<file path="src/rtl/i2c_guard_pkg.sv">
package i2c_guard_pkg;
  // width of the clock-select (tick divider) field
  parameter int unsigned SEL_W = 3;

  typedef struct packed {
    logic             wd_on;
    logic             wd_short;
    logic [SEL_W-1:0] div_sel;
  } guard_cfg_t;
endpackage

</file>
<file path="src/rtl/i2c_pin_sync.sv">
module i2c_pin_sync #(
  parameter int unsigned STAGES    = 2,
  parameter logic        RESET_VAL = 1'b1
) (
  input  logic clk,
  input  logic rst,
  input  logic d,
  output logic q
);
  logic [STAGES-1:0] chain;

  always_ff @(posedge clk) begin
    if (rst) begin
      chain <= {STAGES{RESET_VAL}};
    end else begin
      chain[0] <= d;
      for (int i = 1; i < STAGES; i++) begin
        chain[i] <= chain[i-1];
      end
    end
  end

  assign q = chain[STAGES-1];
endmodule

</file>
<file path="src/rtl/i2c_line_events.sv">
module i2c_line_events (
  input  logic clk,
  input  logic rst,
  input  logic scl_s,
  input  logic sda_s,
  output logic scl_edge,
  output logic start_det,
  output logic stop_det,
  output logic busy
);
  logic scl_d, sda_d;

  always_ff @(posedge clk) begin
    if (rst) begin
      scl_d <= 1'b1;
      sda_d <= 1'b1;
      busy  <= 1'b0;
    end else begin
      scl_d <= scl_s;
      sda_d <= sda_s;
      if (stop_det)       busy <= 1'b0;
      else if (start_det) busy <= 1'b1;
    end
  end

  // SCL must be high in both samples for a data transition to be a condition
  assign scl_edge  = scl_s ^ scl_d;
  assign start_det = scl_s & scl_d & sda_d & ~sda_s;
  assign stop_det  = scl_s & scl_d & ~sda_d & sda_s;
endmodule

</file>
<file path="src/rtl/i2c_stall_timer.sv">
module i2c_stall_timer #(
  parameter int unsigned LONG_W  = 16,
  parameter int unsigned SHORT_W = 14,
  parameter int unsigned SEL_W   = 3
) (
  input  logic             clk,
  input  logic             rst,
  input  logic             tick_en,
  input  logic             wd_on,
  input  logic             wd_short,
  input  logic [SEL_W-1:0] div_sel,
  input  logic             restart,
  output logic             wrap,
  output logic             wd_pulse
);
  logic [SEL_W-1:0]  pre;
  logic [LONG_W-1:0] cnt;
  logic              step;
  logic              at_top;

  assign step   = tick_en && (pre == div_sel);
  assign at_top = wd_short ? (&cnt[SHORT_W-1:0]) : (&cnt);
  assign wrap   = wd_on && !restart && step && at_top;

  always_ff @(posedge clk) begin
    if (rst || !wd_on || restart) begin
      pre <= '0;
      cnt <= '0;
    end else if (tick_en) begin
      if (pre == div_sel) begin
        pre <= '0;
        cnt <= wrap ? '0 : cnt + 1'b1;
      end else begin
        pre <= pre + 1'b1;
      end
    end
  end

  always_ff @(posedge clk) begin
    if (rst) wd_pulse <= 1'b0;
    else     wd_pulse <= wrap;
  end
endmodule

</file>
<file path="src/rtl/i2c_idle_guard.sv">
module i2c_idle_guard
  import i2c_guard_pkg::*;
#(
  parameter int unsigned LONG_W      = 16,
  parameter int unsigned SHORT_W     = 14,
  parameter int unsigned SYNC_STAGES = 2
) (
  input  logic             clk,
  input  logic             rst,
  input  logic             scl_pin,
  input  logic             sda_pin,
  input  logic             tick_en,
  input  logic             iface_en,
  input  logic             cfg_we,
  input  logic             cfg_wd_on,
  input  logic             cfg_wd_short,
  input  logic [SEL_W-1:0] cfg_div_sel,
  input  logic             stop_ie,
  input  logic             flag_we,
  input  logic [1:0]       flag_wdata,
  output logic             wd_pulse,
  output logic             wd_status,
  output logic             stop_irq
);
  localparam int unsigned FLAG_STOP = 0;
  localparam int unsigned FLAG_WD   = 1;

  guard_cfg_t       cfg_q;
  logic             wd_on_q;
  logic [SEL_W-1:0] div_sel_q;
  logic             scl_s, sda_s;
  logic             scl_edge, start_det, stop_det, busy;
  logic             restart, wrap;

  i2c_pin_sync #(.STAGES(SYNC_STAGES), .RESET_VAL(1'b1)) u_scl_sync (
    .clk(clk), .rst(rst), .d(scl_pin), .q(scl_s)
  );
  i2c_pin_sync #(.STAGES(SYNC_STAGES), .RESET_VAL(1'b1)) u_sda_sync (
    .clk(clk), .rst(rst), .d(sda_pin), .q(sda_s)
  );

  i2c_line_events u_events (
    .clk(clk), .rst(rst), .scl_s(scl_s), .sda_s(sda_s),
    .scl_edge(scl_edge), .start_det(start_det), .stop_det(stop_det), .busy(busy)
  );

  // configuration: divider field is locked while the interface runs
  always_ff @(posedge clk) begin
    if (rst) begin
      cfg_q <= '0;
    end else if (cfg_we) begin
      cfg_q.wd_on    <= cfg_wd_on;
      cfg_q.wd_short <= cfg_wd_short;
      if (!iface_en) cfg_q.div_sel <= cfg_div_sel;
    end
  end

  assign wd_on_q   = cfg_q.wd_on;
  assign div_sel_q = cfg_q.div_sel;
  assign restart   = scl_edge | stop_det | ~busy;

  i2c_stall_timer #(.LONG_W(LONG_W), .SHORT_W(SHORT_W), .SEL_W(SEL_W)) u_timer (
    .clk(clk), .rst(rst), .tick_en(tick_en),
    .wd_on(cfg_q.wd_on), .wd_short(cfg_q.wd_short), .div_sel(cfg_q.div_sel),
    .restart(restart), .wrap(wrap), .wd_pulse(wd_pulse)
  );

  // flags: hardware set takes priority over a clearing write
  always_ff @(posedge clk) begin
    if (rst) begin
      wd_status <= 1'b0;
      stop_irq  <= 1'b0;
    end else begin
      if (wrap)                                 wd_status <= 1'b1;
      else if (flag_we && !flag_wdata[FLAG_WD]) wd_status <= 1'b0;

      if (stop_det && stop_ie)                    stop_irq <= 1'b1;
      else if (flag_we && !flag_wdata[FLAG_STOP]) stop_irq <= 1'b0;
    end
  end
endmodule

</file>
<file path="config.mk">
export PLATFORM = sky130hd
export DESIGN_NAME = i2c_idle_guard
export DESIGN_NICKNAME = d
export VERILOG_FILES = /design/src/rtl/i2c_guard_pkg.sv /design/src/rtl/i2c_pin_sync.sv /design/src/rtl/i2c_line_events.sv /design/src/rtl/i2c_stall_timer.sv /design/src/rtl/i2c_idle_guard.sv
export SDC_FILE = /design/constraint.sdc
export NUM_CORES = 1
export LEC_CHECK = 0
export BUFFER_PORTS_ARGS = -buffer_cell sky130_fd_sc_hd__buf_2
export CAP_MARGIN = 20
export CORE_ASPECT_RATIO = 1.1
export CORE_MARGIN = 2
export CORE_UTILIZATION = 60
export CTS_BUF_LIST = sky130_fd_sc_hd__clkbuf_4 sky130_fd_sc_hd__clkbuf_8 sky130_fd_sc_hd__clkbuf_16
export DETAILED_ROUTE_END_ITERATION = 6
export HOLD_SLACK_MARGIN = 0.15
export PLACE_DENSITY = 0.82
export SLEW_MARGIN = 15
export SYNTH_ARGS = -nofsm -noshare
export SYNTH_HDL_FRONTEND = slang
export SYNTH_SLANG_ARGS = --single-unit
</file>
<file path="constraint.sdc">
create_clock -name clk -period 5.6 [get_ports clk]
set_clock_uncertainty 0.05 [all_clocks]
set_input_delay 0.84 -clock clk [delete_from_list [all_inputs] [get_ports clk]]
set_output_delay 0.84 -clock clk [all_outputs]
set_load 0.02 [all_outputs]
</file>
# Yosys cells after proc, flatten, opt, wreduce, memory -nomap -nowiden
# Index checks and enable logic that the tools add are counted.
# classes
n_addsub	2
n_eq_ne	1
n_mux	7
bitwise_logic	12
n_reduce_logical	20
# ops
op	n
$add 16x1->16 const B	1
$mux 16	1
$reduce_and 16->1	1
$reduce_and 14->1	1
$logic_and 1x1->1	7
$and 1x1->1	5
$mux 1	5
$logic_not 1->1	4
$not 1->1	4
$reduce_and 2->1	2
$reduce_bool 2->1	2
$add 3x1->3 const B	1
$eq 3x3->1	1
$mux 3	1
$logic_or 1x1->1	2
$or 1x1->1	2
$reduce_or 2->1	1
$xor 1x1->1	1
# totals
reg_bits	34
output_inout_bits	3

# Longest topological paths before layout
# Gate-level depths: netlist of the first run.
# depth
ltp_word	10
ltp_mapped	7
depth_no_buf	6

# By module
# A second synthesis of the first run with hierarchy kept.
# hier_totals
hier_cells	177
area_unflattened_um2	1596.5
# by_module_without_submodules
module	n_inst	cells_each	area_each_um2	seq_area_each_um2
i2c_stall_timer	1	125	1071.0	400.4
i2c_idle_guard	1	31	294.0	140.1
i2c_line_events	1	13	126.4	60.1
i2c_pin_sync	2	4	52.6	40.0

# Worst setup path before layout of the first run
# OpenSTA, ideal clock, no wires.
# synth_timing
path_type	input -> register
from	in rst
to	reg u_timer.cnt[9]
t_arrival_ns	1.790
required_time_ns	5.490
setup_slack_ns	3.699
stages	3
n_path_buf	0
cell_sequence	nor4_1 > and4b_1 > a31o_1
# synth_between
elab_chain_cells	2
# synth_rtl
item	line	source
start: declaration	i2c_idle_guard.sv:9	input logic rst,
$logic_or 1x1->1 (2 in a row)	i2c_stall_timer.sv:26	if (rst || !wd_on || restart) begin
end signal: assignment	i2c_stall_timer.sv:32	cnt <= wrap ? '0 : cnt + 1'b1;
end: declaration	i2c_stall_timer.sv:17	logic [LONG_W-1:0] cnt;
# No other way between the ends.
# A chain may end at the register's enable or synchronous reset.

# Final worst setup path of the first run
# layout_timing
from	reg u_scl_sync.chain[1]
to	reg u_timer.cnt[15]
# layout_between
elab_chain_cells	10
# layout_rtl
item	line	source
start: declaration	i2c_pin_sync.sv:10	logic [STAGES-1:0] chain;
start signal: assignment	i2c_pin_sync.sv:14	chain <= {STAGES{RESET_VAL}};
start signal: indexed assignment	i2c_pin_sync.sv:18	chain[i] <= chain[i-1];
$and 1x1->1 (3 in a row)	i2c_line_events.sv:29	assign stop_det = scl_s & scl_d & ~sda_d & sda_s;
$or 1x1->1 (*) (2 in a row)	i2c_idle_guard.sv:60	assign restart = scl_edge | stop_det | ~busy;
$logic_not 1->1	i2c_stall_timer.sv:23	assign wrap = wd_on && !restart && step && at_top;
$logic_and 1x1->1 (3 in a row)	i2c_stall_timer.sv:23	
$mux 16	i2c_stall_timer.sv:32	
# Every way passes the cells marked *; elsewhere a longest branch is shown, timed or not.

==> summary.md, run 1 <==
| Metric | Value |
|---|---|
| Status | `completed` |
| Pwr per Cell Area | `246 nW/um^2` |
| Largest delay share family, worst path | `simple AND/OR/NAND/NOR gates` |
| Clock tree buffer depth | `2` |
| Setup violators final | `0` |
| P_leak | `0.000629 uW` |
| RSZ-0062 raised after global routing | `false` |
| Final hold vios | `0` |
| Die ar. | `2990 sq um` |
| # rows | `19` |
| Syn_nets | `193` |
| # DRC | `0` |
| Crit path launch type | `flop` |
| # IOs | `19` |
| Seq cells post-synth | `34` |
| Area contributors post-synth | `dfxtp_1, nand2_1, nor2_1, mux2i_1, xnor2_1` |
| Top cell type's share of synthesized area | `44.2%` |
| I/O Buffers | `18` |
| Die Span X | `52.3 microns` |
| Final Cycle Share | `42.9%` |
| Final wirelength | `3140 microns` |
| Ant. Diodes | `0` |
| Global-route wire length before repair | `5470 microns` |
| Largest net degree at the start of global routing | `18` |
| GRT overflow | `0` |
| Core ar. | `2470 sq um` |
| Share of cells above drive strength 1 | `18.6%` |
| 1st-iter DRT viols | `50` |
| DR pass1 iterations | `4` |
| Worst slew pin tran | `0.883 ns` |
| Seq/Total Area, Yosys | `44.2%` |
| Worst-skew pair later-pin latency | `0.32 ns` |
| CP max-delay cell | `nor3_1` |
| Slew margin rel. | `40.6%` |
| Final Non-Filler Cells | `225` |
| FF-to-FF Start | `u_scl_sync.chain[1]$_SDFF_PP1_` |
| Critical path class | `reg2reg` |
| Yosys warns | `0` |
| Max-slew violations | `0` |
| Synth Area per Inst | `8.86 sq um` |
| Worst VDD drop | `0.000214 V` |
| Slowest stage delay, CP | `0.54 ns` |
| Area grow syn2layout | `10.1%` |
| Synthesized area | `1540 sq um` |
| Cells after DPL | `217` |
| H-tree levels | `2` |
| # nets final | `212` |
| CTS buffer count | `5` |
| Synth unique cells | `39` |
| Hold Crit Class | `reg2reg` |
| CP bufs+invs | `0` |
| Via count | `1309` |
| Cells after Synth | `174` |
| Worst Path Arrival | `2.63 ns` |
| Vias in the first global route | `1235` |
| Max Cap Viol | `0` |
| Crit. End Element | `flop` |
| Hold_buf cts | `0` |
| Clock sinks | `34` |
| Post-synthesis async set-or-reset flop share | `0%` |
| Total track usage | `24.1%` |
| CP Max Fanout | `13` |
| Biggest area consumer among synthesized cells | `dfxtp_1` |
| Starting Density | `62.3%` |
| Setup TNS | `0 ns` |
| Root Driver | `clkbuf_4` |
| Number of synthesized flops with an enable pin | `0` |
| Initial antenna violation count | `0` |
| Min-Delay Startpoint | `u_scl_sync.chain[0]$_SDFF_PP1_` |
| Postcts setup bufs | `0` |
| Critical path, cell by cell | `ha_1 > and3b_1 > nor3_1 > nand2b_1 > nor4_1 > a32o_1` |
| WL/cell | `14.0 microns` |
| PostCTS Resize Cnt | `0` |
| Commonest cells in the netlist | `dfxtp_1, nand2_1, nor2_1` |
| CP startpoint | `u_scl_sync.chain[1]$_SDFF_PP1_` |
| Achievable Freq | `0.416 GHz` |
| Post-DRT Antenna Nets | `0` |
| Ys flop type | `dfxtp_1` |
| Count leader, synth | `dfxtp_1` |
| GP Congestion | `0.896` |
| Worst-path clk slew | `0.10 ns` |
| Vias/cell | `5.82` |
| Hpwl dp | `2300 microns` |
| Die Ht | `57.2 microns` |
| Required time worst endpoint | `5.82 ns` |
| Fin crit period | `2.40 ns` |
| CTS tree | `yes` |
flip-flops by register name, summed over array words and instances (netlist names):
signal and cells:
u_events.scl_d 1, cfg_q 1, u_events.busy 1, u_scl_sync.chain 2, u_timer.wd_pulse 1, u_events.sda_d 1
u_timer.cnt 16, u_sda_sync.chain 2, div_sel_q 3, wd_on_q 1, stop_irq 1, u_timer.pre 3
wd_status 1
final cells by class:
class,instances,area (sq um)
clock buffers,7,58.8
well taps,31,38.8
clock inverters,1,5.00
inverters,3,11.3
flip-flops and latches,34,681
multi-input cells,131,812
fillers,209,776
repair buffers,18,90.1
worst register-to-register path: cells and delay by family, from the launching register on:
kind                       cells  cell delay [ns]
and+or+nand+nor                4             1.61
DFF                            1             0.32
adders and majority gates      1             0.22
AOI/OAI and AO/OA              1             0.16
final timing paths:
check                                   endpoint  slack (ns)  depth (start not counted)
setup / recovery    u_timer.cnt[15]$_SDFFE_PP0N_        3.20                          6
hold / removal    u_scl_sync.chain[1]$_SDFF_PP1_        0.37                          1
setup reg to reg    u_timer.cnt[15]$_SDFFE_PP0N_        3.20                          6
hold reg to reg   u_scl_sync.chain[1]$_SDFF_PP1_        0.37                          1
metrics by stage:
stage          area (sq um)  hold slack (ns)  power, uW  setup slack [ns]  util (%)
2_1_floorplan          1540            0.339        269              3.70         -
3_3_place_gp           1630            0.342        277              3.32      66.0
3_5_place_dp           1630            0.342        279              3.25      66.0
4_1_cts                1700            0.366        420              3.28      68.6
5_1_grt                1700            0.388        433              3.03      68.6
6_report               1700            0.366        418              3.20      68.6
placed cells by master (no fill, tap or decap), types with 6 or more instances in the layout:
master    count
a21oi_1      11
buf_2        18
clkbuf_4      6
dfxtp_1      34
mux2i_1       7
nand2_1      19
nand3_1       6
nor2_1       19
nor3_1        6
or2_2         6
xnor2_1       7
per-layer routing:
layer | vias up | global-route usage [%] | wire length [microns]
li1 | 659 | - | -
met1 | 603 | 32.3 | 1410
met2 | 42 | 37.9 | 1530
met3 | 5 | 6.28 | 162
met4 | 0 | 7.69 | 35
met5 | - | 0 | 0
report_power, final:
part / total (uW) / switching (uW) / internal (uW) / leakage (uW)
clock network: 144 / 77.9 / 65.7 / 0.0000387
registers: 248 / 2.51 / 246 / 0.000276
logic: 25.7 / 14.8 / 10.9 / 0.000314
cells by family after synthesis:
kind of cell,after synthesis,synth area share (%)
xor+xnor,9,5.11
buf+inv,9,3.17
simple gates,82,29.1
mux,7,4.55
flops,34,44.2
compound gates,30,11.5
fa+ha+maj,3,2.44
(Power assumes the default switching activity.)
==> inputs of run 2 (changes only) <==
--- a/config.mk
+++ b/config.mk
@@ -5,15 +5,16 @@
 export SDC_FILE = /design/constraint.sdc
 export NUM_CORES = 1
 export LEC_CHECK = 0
+export ABC_AREA = 1
 export BUFFER_PORTS_ARGS = -buffer_cell sky130_fd_sc_hd__buf_2
 export CAP_MARGIN = 20
 export CORE_ASPECT_RATIO = 1.1
 export CORE_MARGIN = 2
-export CORE_UTILIZATION = 60
+export CORE_UTILIZATION = 57
 export CTS_BUF_LIST = sky130_fd_sc_hd__clkbuf_4 sky130_fd_sc_hd__clkbuf_8 sky130_fd_sc_hd__clkbuf_16
 export DETAILED_ROUTE_END_ITERATION = 6
 export HOLD_SLACK_MARGIN = 0.15
-export PLACE_DENSITY = 0.82
+export PLACE_DENSITY = 0.78
 export SLEW_MARGIN = 15
 export SYNTH_ARGS = -nofsm -noshare
 export SYNTH_HDL_FRONTEND = slang
==> constraint.sdc (replaced) <==
create_clock -name clk -period 2.3 [get_ports clk]
set_clock_uncertainty 0.05 [all_clocks]
set_input_delay 0.345 -clock clk [delete_from_list [all_inputs] [get_ports clk]]
set_output_delay 0.345 -clock clk [all_outputs]
set_load 0.02 [all_outputs]
==> run 2 against run 1 <==
Largest cell class unchanged. Clock power rose to 3.9 times the previous value. Clock-buffer cell count shrank 1. Global-route usage down 4.5 points. Highest routed layer unchanged. Sequential power increased by 140%.
==> summary.md, run 2 <==
| Metric | Value |
|---|---|
| Met1 Routed Length | `1340 microns (-4.9%)` |
| Cells after DPL | `271 (+25%)` |
| Worst slew pin tran | `0.303 ns (-0.579 ns)` |
| Critical path, cell by cell | `ha_1 > nor2_1 > nand2_1 > nor2_1 > nand3_4 > nand2_4 > inv_2 > nand2_1 > nor2_2` |
| Total track usage | `19.6% (-4.5 points)` |
| Critical path class | `reg2reg` |
| Slew margin rel. | `79.8% (+39 points)` |
| Max Cap Viol | `0 (unchanged)` |
| Crit. End Element | `flop` |
| Most frequent cells in the layout | `nand2_1, dfxtp_1, nor2_1` |
| Final core utilization | `68.5% (-0.11 points)` |
| Ant. Diodes | `0 (unchanged)` |
| 1st-iter DRT viols | `45 (-10%)` |
| Achievable Freq | `0.618 GHz (+48%)` |
| Worst Path Arrival | `1.81 ns (-0.82 ns)` |
| Worst flop-to-flop path endpoint | `u_timer.cnt[13]$_SDFFE_PP0N_` |
| FF-to-FF Start | `u_scl_sync.chain[1]$_SDFF_PP1_` |
| Reg2reg path depth | `9 (+3)` |
| Final Cell Area | `1900 sq um (+12%)` |
| Wire length on met3 | `134 microns (-17%)` |
| Hpwl dp | `2200 microns (-4.3%)` |
| Die ar. | `3370 sq um (+13%)` |
| CTS tree | `yes` |
| CP Max Fanout | `5 (-8)` |
| H-tree levels | `2 (unchanged)` |
| Synth unique cells | `28 (-28%)` |
| Min-Delay Startpoint | `cfg_wd_on` |
| Area contributors post-synth | `dfxtp_1, nand2_1, nor2_1, inv_1, a21oi_1` |
| Commonest cells in the netlist | `nand2_1, dfxtp_1, nor2_1` |
| Pwr per Cell Area | `654 nW/um^2 (+170%)` |
| Setup violators final | `0 (unchanged)` |
| Core ar. | `2780 sq um (+12%)` |
| P_leak | `0.000808 uW (+28%)` |
| Top cell type's share of synthesized area | `40.9% (-3.3 points)` |
| Vias/cell | `4.89 (-16%)` |
| Min setup slack post-route | `0.681 ns (-2.52 ns)` |
| Hold Crit Class | `in2reg` |
| Count leader, synth | `nand2_1` |
| Die Span X | `55.5 microns (+6.1%)` |
| Largest net degree at the start of global routing | `18 (unchanged)` |
| I/O Buffers | `18 (unchanged)` |
| Worst-path clk slew | `0.10 ns (about the same)` |
| GP Congestion | `0.844 (-5.8%)` |
| Worst-skew pair later-pin latency | `0.33 ns (about the same)` |
| Cells after Synth | `222 (+28%)` |
| Share of cells above drive strength 1 | `23.4% (+4.8 points)` |
| Initial antenna violation count | `0 (unchanged)` |
| Largest register FFs | `16 (unchanged)` |
| PostCTS Resize Cnt | `0 (unchanged)` |
| DR pass1 iterations | `4 (unchanged)` |
| WL met2 | `1350 microns (-12%)` |
| Slowest stage delay, CP | `0.33 ns (-0.21 ns)` |
| WL/cell | `10.2 microns (-27%)` |
| Clock sinks | `34 (unchanged)` |
| Seq cells post-synth | `34 (unchanged)` |
| Synthesized area | `1660 sq um (+8.0%)` |
| Clock tree buffer depth | `2 (unchanged)` |
| Largest delay share family, worst path | `simple AND/OR/NAND/NOR gates` |
| Final Cycle Share | `70.4% (+27 points)` |
| Final wirelength | `2870 microns (-8.8%)` |
| CTS buffer count | `5 (unchanged)` |
| Final Non-Filler Cells | `281 (+25%)` |
| # rows | `20 (+1)` |
| Required time worst endpoint | `2.49 ns (-3.33 ns)` |
| Die Ht | `60.7 microns (+6.1%)` |
| Number of synthesized flops with an enable pin | `0 (unchanged)` |
| Starting Density | `59.9% (-2.4 points)` |
| Setup TNS | `0 ns (unchanged)` |
| Max-slew violations | `0 (unchanged)` |
| Post-DP Area | `1770 sq um (+8.5%)` |
| # nets final | `266 (+25%)` |
| RSZ-0062 raised after global routing | `false` |
| Vias in the first global route | `1243 (+0.65%)` |
| Uppermost routed layer | `met4` |
| # IOs | `19 (unchanged)` |
| Area grow syn2layout | `14.4%` |
| Ys flop type | `dfxtp_1` |
| # DRC | `0 (unchanged)` |
| Global-route wire length before repair | `5110 microns (-6.7%)` |
| GRT overflow | `0 (unchanged)` |
| Final hold vios | `0 (unchanged)` |
| Via count | `1373 (+4.9%)` |
| CP startpoint | `u_scl_sync.chain[1]$_SDFF_PP1_` |
| Reg with most FFs | `u_timer.cnt` |
| Biggest area consumer among synthesized cells | `dfxtp_1` |
| Post-DRT Antenna Nets | `0 (unchanged)` |
| CP max-delay cell | `dfxtp_1` |
| Stages on worst setup path | `9 (+3)` |
| Hold worst-path end | `wd_on_q$_SDFFE_PP0P_` |
| Root Driver | `clkbuf_4` |
| Seq/Total Area, Yosys | `40.9% (-3.3 points)` |
| CP bufs+invs | `1 (+1)` |
| Place WS | `0.683 ns (-2.56 ns)` |
| Post-synthesis async set-or-reset flop share | `0% (unchanged)` |
| Yosys warns | `0 (unchanged)` |
| Worst VDD drop | `0.000582 V (+170%)` |
| Synth Area per Inst | `7.50 sq um (-15%)` |
| Status | `completed` |
| Crit path launch type | `flop` |
| Hold path depth | `3 (+2)` |
| Fin crit period | `1.62 ns (-0.783 ns)` |
| Syn_nets | `241 (+25%)` |
| R2R setup slack | `0.68 ns (-2.52 ns)` |
| Commonest non-fill, non-tap cell in the layout | `nand2_1` |
-- run 2: changes by cell type after synthesis, sizes merged, moves of 4 or more --
cell and delta:
nor2 +18, inv +27, nor4 -4, nand3 +11, nand2 +36, a21oi +4
xnor2 -7, mux2i -7
-- run 2: worst reg2reg max path: stages (launching register included) --
cell and delay [ns]:
dfxtp_1 0.33, ha_1 0.28, nor2_1 0.11, nand2_1 0.14, nor2_1 0.24, nand3_4 0.13
nand2_4 0.11, inv_2 0.05, nand2_1 0.06, nor2_2 0.03
-- run 2: timing repair --
action                    CTS  global route
hold endpoints to repair    2             0
hold buffers                2             0
setup buffers               0             0
-- run 2: final cells by class --
type,instances,area [sq um]
clock buffers,6,51.3
clock inverters,2,60.1
fillers,241,875
inverters,30,113
multi-input cells,156,847
flip-flops and latches,34,681
well taps,33,41.3
repair buffers,20,110
-- run 2: logic make-up after synthesis --
family                     share of synthesized area (%)
AOI/OAI and AO/OA                                   9.02
xor gates and xnor gates                            2.11
adders and majority gates                           2.26
buffers and inverters                               8.19
and+or+nand+nor                                     37.5
DFF                                                 40.9
-- run 2: stage by stage --
step | hold slack, ns | power [uW]
floorplan | 0.339 | 672
global placement | 0.346 | 688
global route | 0.193 | 1290
detailed placement | 0.347 | 689
CTS | 0.171 | 1260
finish | 0.187 | 1240
-- run 2: worst max path at each step --
stage | to | slack (ns)
after floorplan | u_timer.cnt[13]$_SDFFE_PP0N_ | 0.79
after global placement | u_timer.cnt[13]$_SDFFE_PP0N_ | 0.73
after detailed placement | u_timer.cnt[15]$_SDFFE_PP0N_ | 0.68
after CTS | u_timer.cnt[13]$_SDFFE_PP0N_ | 0.67
after global routing | u_timer.cnt[5]$_SDFFE_PP0N_ | 0.54
final | u_timer.cnt[13]$_SDFFE_PP0N_ | 0.68
-- run 2: report_power, final --
| part | switching, uW | leakage, uW | internal, uW |
|---|---|---|---|
| Clock | 199 | 0.0000585 | 368 |
| Combinational | 43.8 | 0.000474 | 28.3 |
| Sequential | 5.13 | 0.000276 | 600 |
-- run 2: routing by layer --
| metal | track usage (%) | up-vias |
|---|---|---|
| li1 | - | 745 |
| met1 | 23.6 | 596 |
| met2 | 33.2 | 28 |
| met3 | 5.97 | 4 |
| met4 | 8.36 | 0 |
| met5 | 0 | - |
==> inputs of run 3 (changes only) <==
--- a/config.mk
+++ b/config.mk
@@ -10,11 +10,11 @@
 export CAP_MARGIN = 20
 export CORE_ASPECT_RATIO = 1.1
 export CORE_MARGIN = 2
-export CORE_UTILIZATION = 57
+export CORE_UTILIZATION = 51
 export CTS_BUF_LIST = sky130_fd_sc_hd__clkbuf_4 sky130_fd_sc_hd__clkbuf_8 sky130_fd_sc_hd__clkbuf_16
 export DETAILED_ROUTE_END_ITERATION = 6
 export HOLD_SLACK_MARGIN = 0.15
-export PLACE_DENSITY = 0.78
+export PLACE_DENSITY = 0.74
 export SLEW_MARGIN = 15
 export SYNTH_ARGS = -nofsm -noshare
 export SYNTH_HDL_FRONTEND = slang
==> constraint.sdc (replaced) <==
create_clock -name clk -period 1.45 [get_ports clk]
set_clock_uncertainty 0.05 [all_clocks]
set_input_delay 0.2175 -clock clk [delete_from_list [all_inputs] [get_ports clk]]
set_output_delay 0.2175 -clock clk [all_outputs]
set_load 0.02 [all_outputs]
==> run 3 against run 2 <==
Clock-buffer cell count up 1. Die area rose by 11%. Via count is 16% higher. First-iteration DRC count fell by 22%. Flip-flop and latch count unchanged. Critical path depth up 1. Sequential share of layout area is 5.3 points lower. Utilization is 6.4 points higher. Hold slack worse by 0.014 ns. Critical path type unchanged. Critical endpoint is now u_timer.cnt[5]$_SDFFE_PP0N_.
==> summary.md, run 3 (synthesis gave the netlist of run 2 again) <==
| Metric | Value |
|---|---|
| Status | `completed` |
| Vias/cell | `5.00 (+2.3%)` |
| Clock sinks | `34 (unchanged)` |
| Worst-skew pair later-pin latency | `0.33 ns (about the same)` |
| CP max-delay cell | `dfxtp_4` |
| CTS tree | `yes` |
| # rows | `21 (+5.0%)` |
| Die Ht | `63.9 microns (+5.3%)` |
| Place WS | `-0.0530 ns (-0.736 ns)` |
| Clock tree buffer depth | `2 (unchanged)` |
| I/O Buffers | `18 (unchanged)` |
| Max Cap Viol | `0 (unchanged)` |
| Via count | `1594 (+16%)` |
| Slew margin rel. | `83.5% (+3.7 points)` |
| Combinational Power Share | `11.6% (+5.8 points)` |
| Pwr per Cell Area | `752 nW/um^2 (+15%)` |
| Root Driver | `clkbuf_4` |
| Slowest stage delay, CP | `0.38 ns (+0.05 ns)` |
| Most frequent cells in the layout | `nand2_1, inv_1, nor2_1` |
| Cells after DPL | `287 (+5.9%)` |
| Share of cells above drive strength 1 | `38.9% (+16 points)` |
| 1st-iter DRT viols | `35 (-22%)` |
| Sequential power share | `55.3% (+6.7 points)` |
| # IOs | `19 (unchanged)` |
| Final hold vios | `0 (unchanged)` |
| Worst Path Arrival | `1.62 ns (-0.19 ns)` |
| CTS buffer count | `5 (unchanged)` |
| # nets final | `303 (+14%)` |
| Die Span X | `58.5 microns (+5.3%)` |
| Initial antenna violation count | `0 (unchanged)` |
| Post-DRT Antenna Nets | `0 (unchanged)` |
| Final Non-Filler Cells | `319 (+14%)` |
| Final Cycle Share | `99.5% (+29 points)` |
| CP bufs+invs | `1 (unchanged)` |
| Worst slew pin tran | `0.248 ns (-0.0553 ns)` |
| DR pass1 iterations | `5 (+1)` |
| Reg with most FFs | `u_timer.cnt` |
| Die ar. | `3740 sq um (+11%)` |
| Critical path class | `reg2reg` |
| RSZ-0062 raised after global routing | `true` |
| Setup violators final | `0 (unchanged)` |
| Crit. End Element | `flop` |
| Worst VDD drop | `0.000601 V (+3.2%)` |
| Final wirelength | `3930 microns (+37%)` |
| Largest delay share family, worst path | `simple AND/OR/NAND/NOR gates` |
| Sw Pwr | `430 uW (+73%)` |
| Worst-path clk slew | `0.11 ns (about the same)` |
| GP Congestion | `0.830 (-1.7%)` |
| # DRC | `0 (unchanged)` |
| Crit path launch type | `flop` |
| Required time worst endpoint | `1.63 ns (-0.86 ns)` |
| Clock share of power | `33.1% (-13 points)` |
| Critical path, cell by cell | `ha_4 > nand2_4 > nor2_4 > nand2_2 > nor2_4 > nand3_4 > nand2_4 > inv_4 > nand2_1 > nor2_1` |
| WL/cell | `12.3 microns (+21%)` |
| CP Max Fanout | `5 (unchanged)` |
| Hpwl dp | `2430 microns (+11%)` |
| WHS | `0.173 ns (-0.0143 ns)` |
| Total chip power | `1730 uW (+39%)` |
| Commonest non-fill, non-tap cell in the layout | `nand2_1` |
| Area grow syn2layout | `38.4%` |
| Min setup slack post-route | `0.00695 ns (-0.674 ns)` |
| Total track usage | `22.6% (+3.0 points)` |
| Achievable Freq | `0.693 GHz (+12%)` |
| Fillers | `221 (-8.3%)` |
| H-tree levels | `2 (unchanged)` |
| Largest net degree at the start of global routing | `12 (-6)` |
| GRT overflow | `0 (unchanged)` |
| Largest register FFs | `16 (unchanged)` |
| Fin crit period | `1.44 ns (-0.176 ns)` |
| Starting Density | `54.1% (-5.8 points)` |
| Internal power | `1300 uW (+31%)` |
| Vias in the first global route | `1572 (+26%)` |
| Core ar. | `3070 sq um (+11%)` |
| P_leak | `0.000988 uW (+22%)` |
| Max-slew violations | `0 (unchanged)` |
| Sw Ratio | `24.8% (+4.9 points)` |
| Ant. Diodes | `0 (unchanged)` |
| Global-route wire length before repair | `6530 microns (+28%)` |
| Hold Crit Class | `in2reg` |
[run 3: changes by cell type in the layout (fill, tap and decap cells not counted), moves of 3 or more]
cell           before  now
nor2_1             30   24
buf_6               0    3
dlygate4sd3_1       2   17
nand2_1            49   41
buf_4               0   18
dfxtp_2             0   10
nor2_2              3    8
nand2_2             4   10
dfxtp_1            34   22
[run 3: worst paths after layout]
check | startpoint | slack [ns] | cells after the start | endpoint
hold reg to reg | u_sda_sync.chain[0]$_SDFF_PP1_ | 0.37 | 1 | u_sda_sync.chain[1]$_SDFF_PP1_
setup reg to reg | u_timer.cnt[0]$_SDFFE_PP0N_ | 0.007 | 10 | u_timer.cnt[5]$_SDFFE_PP0N_
hold / removal | rst | 0.17 | 2 | u_timer.wd_pulse$_SDFF_PP0_
setup / recovery | u_timer.cnt[0]$_SDFFE_PP0N_ | 0.007 | 10 | u_timer.cnt[5]$_SDFFE_PP0N_
[run 3: metrics by stage]
step	setup TNS, ns	area (sq um)	utilization [%]
2_1_floorplan	0	1680	-
3_3_place_gp	-0.0524	1900	61.8
3_5_place_dp	-0.207	1900	61.8
4_1_cts	0	2190	71.3
5_1_grt	-0.399	2300	74.9
6_report	0	2300	74.9
[run 3: layout make-up]
| cell class | instances | area, sq um | area share, % |
|---|---|---|---|
| multi-input combinational | 157 | 950 | 41.2 |
| inverter | 30 | 118 | 5.11 |
| clock buffer | 7 | 58.8 | 2.55 |
| clock inverter | 1 | 5.00 | 0.217 |
| timing repair buffer | 56 | 429 | 18.6 |
| sequential | 34 | 701 | 30.4 |
| tap | 34 | 42.5 | 1.85 |
[run 3: power by group through the flow]
stage               Combinational [uW]  Clock (uW)  Sequential [uW]
detailed placement                 121           0              981
global placement                   120           0              981
global route                       218         622              961
finish                             200         574              958
floorplan                         88.6           0              980
CTS                                178         578              961
[run 3: per-layer routing]
| layer | wire, microns | global-route usage (%) | vias up |
|---|---|---|---|
| met5 | 0 | 0 | - |
| met4 | 44 | 7.85 | 0 |
| met3 | 104 | 4.45 | 6 |
| met2 | 2130 | 41.2 | 30 |
| met1 | 1650 | 25.3 | 736 |
| li1 | - | - | 822 |
[run 3: what timing repair did]
action / 4_1_cts / 5_1_grt
buffers inserted: 3 / 3
gates resized for setup: 8 / 31
endpoints found under the hold margin: 12 / 0
gates cloned: 1 / 0
hold buffers: 17 / 0
setup endpoints to repair: 10 / 18
pin swaps: 4 / 14
